==> src/rtl/tfw_pkg.sv <==
package tfw_pkg;
  // width of a counter that must hold values 0 .. n-1 (at least 1 bit)
  function automatic int unsigned cnt_width(input int unsigned n);
    return (n > 1) ? $clog2(n) : 1;
  endfunction
endpackage

==> src/rtl/tfw_edge.sv <==
module tfw_edge (
  input  logic clk,
  input  logic rst,
  input  logic tog_in,
  output logic edge_seen
);
  logic tog_q;

  always_ff @(posedge clk) begin
    if (rst) tog_q <= 1'b0;
    else     tog_q <= tog_in;
  end

  assign edge_seen = tog_in ^ tog_q;
endmodule

==> src/rtl/tfw_core.sv <==
module tfw_core #(
  parameter int unsigned PERIOD = 4
) (
  input  logic clk,
  input  logic rst,
  input  logic align_en,
  input  logic tog_in,
  input  logic edge_seen,
  output logic phase_out
);
  import tfw_pkg::*;

  localparam int unsigned HALF = PERIOD / 2;
  localparam int unsigned CW   = cnt_width(HALF);
  localparam logic [CW-1:0] LAST = CW'(HALF - 1);

  // reject unusable periods at elaboration
  generate
    if ((PERIOD < 2) || ((PERIOD % 2) != 0)) begin : g_bad_period
      $error("tfw_core: PERIOD must be even and >= 2");
    end
  endgenerate

  logic [CW-1:0] cnt;
  logic          relock;

  assign relock = align_en & edge_seen;

  always_ff @(posedge clk) begin
    if (rst) begin
      cnt       <= '0;
      phase_out <= 1'b0;
    end else if (relock) begin
      cnt       <= '0;
      phase_out <= tog_in;
    end else if (cnt == LAST) begin
      cnt       <= '0;
      phase_out <= ~phase_out;
    end else begin
      cnt       <= cnt + 1'b1;
    end
  end

  p_reset_r1: assert property (@(posedge clk)
    rst |=> (phase_out == 1'b0 && cnt == '0));

  p_cnt_range_r2: assert property (@(posedge clk) disable iff (rst)
    cnt <= LAST);

  p_flip_r2: assert property (@(posedge clk) disable iff (rst)
    (!relock && cnt == LAST) |=> (phase_out != $past(phase_out)));

  p_hold_r5: assert property (@(posedge clk) disable iff (rst)
    (!align_en && cnt != LAST) |=> $stable(phase_out));

  p_follow_r3: assert property (@(posedge clk) disable iff (rst)
    relock |=> (phase_out == $past(tog_in)));
endmodule

==> src/rtl/tfw_pipe.sv <==
module tfw_pipe #(
  parameter int unsigned STAGES = 0
) (
  input  logic clk,
  input  logic rst,
  input  logic din,
  output logic dout
);
  generate
    if (STAGES == 0) begin : g_bypass
      assign dout = din;
    end else begin : g_regs
      logic [STAGES-1:0] sr;
      for (genvar i = 0; i < STAGES; i++) begin : g_stage
        always_ff @(posedge clk) begin
          if (rst) sr[i] <= 1'b0;
          else if (i == 0) sr[i] <= din;
          else sr[i] <= sr[(i == 0) ? 0 : i-1];
        end
      end
      assign dout = sr[STAGES-1];

      p_pipe_reset_r7: assert property (@(posedge clk)
        rst |=> (dout == 1'b0));
    end
  endgenerate
endmodule

==> src/rtl/toggle_flywheel.sv <==
module toggle_flywheel #(
  parameter int unsigned PERIOD      = 4,
  parameter int unsigned PIPE_STAGES = 0
) (
  input  logic clk,
  input  logic rst,
  input  logic align_en,
  input  logic tog_in,
  output logic tog_out
);
  logic edge_seen;
  logic phase;

  tfw_edge u_edge (
    .clk       (clk),
    .rst       (rst),
    .tog_in    (tog_in),
    .edge_seen (edge_seen)
  );

  tfw_core #(.PERIOD(PERIOD)) u_core (
    .clk       (clk),
    .rst       (rst),
    .align_en  (align_en),
    .tog_in    (tog_in),
    .edge_seen (edge_seen),
    .phase_out (phase)
  );

  tfw_pipe #(.STAGES(PIPE_STAGES)) u_pipe (
    .clk  (clk),
    .rst  (rst),
    .din  (phase),
    .dout (tog_out)
  );
endmodule

==> config.mk <==
export PLATFORM = sky130hd
export DESIGN_NAME = toggle_flywheel
export DESIGN_NICKNAME = d
export VERILOG_FILES = /design/src/rtl/tfw_pkg.sv /design/src/rtl/tfw_edge.sv /design/src/rtl/tfw_core.sv /design/src/rtl/tfw_pipe.sv /design/src/rtl/toggle_flywheel.sv
export SDC_FILE = /design/constraint.sdc
export NUM_CORES = 1
export LEC_CHECK = 0
export BUFFER_PORTS_ARGS = -buffer_cell sky130_fd_sc_hd__buf_2
export CAP_MARGIN = 25
export CORE_AREA = 4 4 41 43
export CTS_BUF_LIST = sky130_fd_sc_hd__clkbuf_8
export DETAILED_ROUTE_END_ITERATION = 10
export DIE_AREA = 0 0 45 47
export PLACE_DENSITY_LB_ADDON = 0.12
export SLEW_MARGIN = 40
export SYNTH_ARGS = -nofsm -noshare
export SYNTH_HDL_FRONTEND = slang
export SYNTH_SLANG_ARGS = --single-unit
==> constraint.sdc <==
create_clock -name clk -period 1.14 [get_ports clk]
set_input_delay 0.114 -clock clk [delete_from_list [all_inputs] [get_ports clk]]
set_output_delay 0.114 -clock clk [all_outputs]
set_load 0.1 [all_outputs]
# Word level (Yosys, flattened, before mapping)
# Cells that the tools add are included.
[word_totals]
ff_bits = 3
latch_bits = 0
mem_bits_rw = 0
romBits = 0
input_bits = 4
out_inout_bits = 1
wordCells = 11
mem_count = 0
[op_classes]
n_addsub = 1
multipliers = 0
n_div = 0
n_lt_le_gt_ge = 0
n_eq_ne = 0
shift = 0
n_mux = 2
bitwise_logic = 3
reduce_logical = 2
[op_table]
columns = ["operator", "n"]
rows = [
  ["OR reduction 3 bit", 1],
  ["two-way mux 1 bit", 2],
  ["nonzero test 2 bit", 1],
  ["adder 1 bit, second input constant", 1],
  ["bitwise AND 1 bit", 1],
  ["NOT 1 bit", 1],
  ["bitwise XOR 1 bit", 1],
]

# Longest topological paths before layout
[depth]
ltp_word = 3
depth_mapped = 3
ltp_nobuf = 3

# Cells and area by module
# A second synthesis with hierarchy kept.
[hier_totals]
hier_cells = 11
hier_area_um2 = 123.9
[by_module_without_submodules]
columns = ["module", "n_inst", "cells_per_inst", "area_each_um2", "seq_area_each_um2"]
rows = [
  ["tfw_core", 1, 7, 81.3, 40.0],
  ["tfw_edge", 1, 3, 35.0, 20.0],
  ["tfw_pipe", 1, 1, 7.5, 0.0],
]

# Worst setup path before layout
# OpenSTA, ideal clock, no wires.
[synth_timing]
path_kind = "register to register"
from = "register u_core.phase_out"
to = "register u_core.phase_out"
setup_time_ns = 0.123
arrival_ns = 1.330
required_ns = 1.017
setup_slack_ns = -0.314
path_stages_with_launch = 4
path_buffers = 0
synth_period_minus_slack_ns = 1.454
cell_sequence = "dfxtp_1 > xor2_1 > a21oi_1 > o22ai_1"
[synth_between]
elab_chain_len = 3
[synth_rtl]
columns = ["element", "line", "rtl"]
rows = [
  ["from (decl)", "tfw_core.sv:9", "output logic phase_out"],
  ["from (signal assigned)", "tfw_core.sv:35", "phase_out <= tog_in;"],
  ["from (signal assigned)", "tfw_core.sv:38", "phase_out <= ~phase_out;"],
  ["NOT 1 bit", "tfw_core.sv:38", ""],
  ["two-way mux 1 bit", "tfw_core.sv:36", "end else if (cnt == LAST) begin"],
  ["two-way mux 1 bit", "tfw_core.sv:33", "end else if (relock) begin"],
]
# Every way passes these cells. The select of a mux whose other input is x is not followed.
# A chain may end at the register's enable or synchronous reset.

# Final worst setup path
# Same ends and word-level chain as after synthesis.

==> out/qor.yml <==
status: "finished clean"
ys_ff_latch: 3
overflow: 0
cp_slowest_cell: "dfxtp_4"
avgRoutedWirePerCell_um: 7.543
synth_area_leaders: "dfxtp_1, xor2_1, a211oi_1, nor2b_1, o22ai_1"
cp.required_ps: 1230
ys_types: 9
yosysSeqAreaShare_pct: 51.06
nets: 25
syn_to_final_growth_pct: 87.23
post-place-ws_ps: 284.3
syn_inst: 12
multi_input_area_um2: 53.80
synth_warnings: 0
slew_viol_final: 0
fillers: 153
synth_edf_count: 0
avgSynthCellArea_um2: 9.801
place.gp.congestion: 0.7146
hold_path_end: "u_edge.tog_q$_SDFF_PP0_"
cp_max_fo: 2
drv_cap: 0
clockRootBuffer: "clkbuf_8"
num_antenna_cells: 0
rsz0062_at_grt: "false"
pwr-share-seq_pct: 24.2
holdCritPathClass: "input port to flop"
synth_top_area_cell: "dfxtp_1"
antenna_found_initial: 0
cellLeakagePower_nw: 0.09934
hp-start: "rst"
cpPeakStageDelay_ps: 350
finalSetupTns_ps: 0
reg2reg_depth: 3
synth_top_area_share_pct: 51.06
cts_buffers: 3
cts_tree: "done"
cts-htree-levels: 1
peakVddDrop_uv: 1039
p_per_area_mw_per_mm2: 2586
finalCriticalPeriod_ps: 858.7
grt_pass1_wl_um: 407
use_met1_pct: 2.948
switching_share_pct: 28.76
grt_start_max_net_pins: 5
synth_top_flop_cell: "dfxtp_1"
yosysMostFrequentCell: "dfxtp_1"
netlist_area_um2: 117.6
die_w_um: 45
cts_buffer_depth: 2
hold-worst-slack_ps: 108.3
grt_busiest_layer: "met3"
fmax_mhz: 1165
drt-initial-drc-count: 0
slew-limit-headroom_pct: 87.20
finalPower_uw: 569.5
endpoint_kind: "flop"
crit_chain: "xor2_1, a21oi_1, o22ai_1"
fin_crit_sh_pct: 75.33
placed_area_um2: 175.2
start_util_pct: 9.038
cts.sinks: 3
finClkSkew_ps: 1.664
crit_type: "flop to flop"
ff_latch_area_um2: 63.81
synth_common_cells: "dfxtp_1, xor2_1"
whs_path_depth: 2
p_sw_uw: 163.8
p_comb_share_pct: 24.1
hold_viol_final: 0
final_area_um2: 220.2
drc: 0
routed_wl_um: 264
ios: 5
use_met3_pct: 5.747
worstMarginPinSlew_ps: 190.9
grt.met2_usage_pct: 3.955
via_count: 106
ant_nets: 0
die-area_mm2: 0.002115
synthArstFlopShare_pct: 0
num_rows: 13
grt_usage_pct: 3.315
post_cts.repair.setup_buffers: 0
portBuffers: 4
timing.rr.end: "u_core.phase_out$_SDFFE_PP0P_"
cts.repair.resized: 0
worstSkewPairLatency_ps: 210
rrSetupSlack_ps: 280
r2r_start: "u_core.phase_out$_SDFFE_PP0P_"
syn_nets: 16
finalSetupViolCount: 0
power.internal_uw: 405.7
ctsHoldBuffers: 0
drtPass1Iterations: 1
drive_gt1_share_pct: 45.00
pwr-share-clk_pct: 51.7
grt_pass1_vias: 98
startpoint_type: "flop"
fin_ws_ps: 281.3
die_y_um: 47
coreArea_mm2: 0.001301
clkTransAtPathRegs_ps: 30
arrival_ps: 950
avgViaCountPerCell: 3.029
-- cells by family after synthesis --
family                 Yosys count  synth area share [%]
XOR/XNOR                         2                 14.90
flip-flops                       3                 51.07
AND/OR/NAND/NOR                  2                 10.65
buffers and inverters            1                 3.188
AO/OA/AOI/OAI                    4                 20.21
-- worst max path at each step --
stage	from	to	slack, ps	cells after the start
CTS	u_core.phase_out$_SDFFE_PP0P_	tog_out	280	1
global route	u_core.cnt$_SDFF_PP0_	u_core.phase_out$_SDFFE_PP0P_	220	3
floorplan	u_core.phase_out$_SDFFE_PP0P_	u_core.phase_out$_SDFFE_PP0P_	140	3
finish	u_core.phase_out$_SDFFE_PP0P_	u_core.phase_out$_SDFFE_PP0P_	280	3
detailed placement	u_core.phase_out$_SDFFE_PP0P_	u_core.phase_out$_SDFFE_PP0P_	280	3
global placement	u_core.cnt$_SDFF_PP0_	u_core.phase_out$_SDFFE_PP0P_	250	3
-- power groups by stage --
stage	combinational [mW]	clock, mW	sequential [mW]
after global placement	0.139	0	0.138
after floorplan	0.0289	0	0.194
after detailed placement	0.138	0	0.140
after CTS	0.138	0.303	0.139
after global routing	0.144	0.313	0.140
final	0.137	0.294	0.138
-- metal layers --
metal	vias up	routed length [um]
li1	56	-
met1	45	118
met2	5	107
met3	0	38
met4	0	0
met5	-	0
-- layout by cell type (no fill, tap or decap), drive strengths merged --
master and n:
clkbuf 3, inv 2, xor2 2, a211oi 1, nor2b 1, a21oi 1
or2 1, o22ai 1, o21ai 1, dfxtp 3, buf 4
-- registers in the layout (all words and copies together), names as in the netlist --
register	count
u_core.cnt	1
u_core.phase_out	1
u_edge.tog_q	1
-- per-stage QoR --
| step | std cells | utilization, % |
|---|---|---|
| floorplan | 12 | - |
| global placement | 31 | 13.46 |
| detailed placement | 31 | 13.46 |
| CTS | 35 | 16.92 |
| global route | 35 | 16.92 |
| finish | 35 | 16.92 |
-- final cells by class --
cell class,count,share of cell area (%)
clock inverters,1,1.705
inverters,1,1.705
flip-flops and latches,3,28.98
multi-input cells,8,24.43
clock buffers,3,18.75
repair buffers,4,15.91
well taps,15,8.523
-- worst max-delay path: cells and delay by family (launching register included) --
kind / cells / cell delay, ps
XOR/XNOR: 1 / 160
flip-flops: 1 / 350
AO/OA/AOI/OAI: 2 / 230
Power figures use the tool's default switching activity.
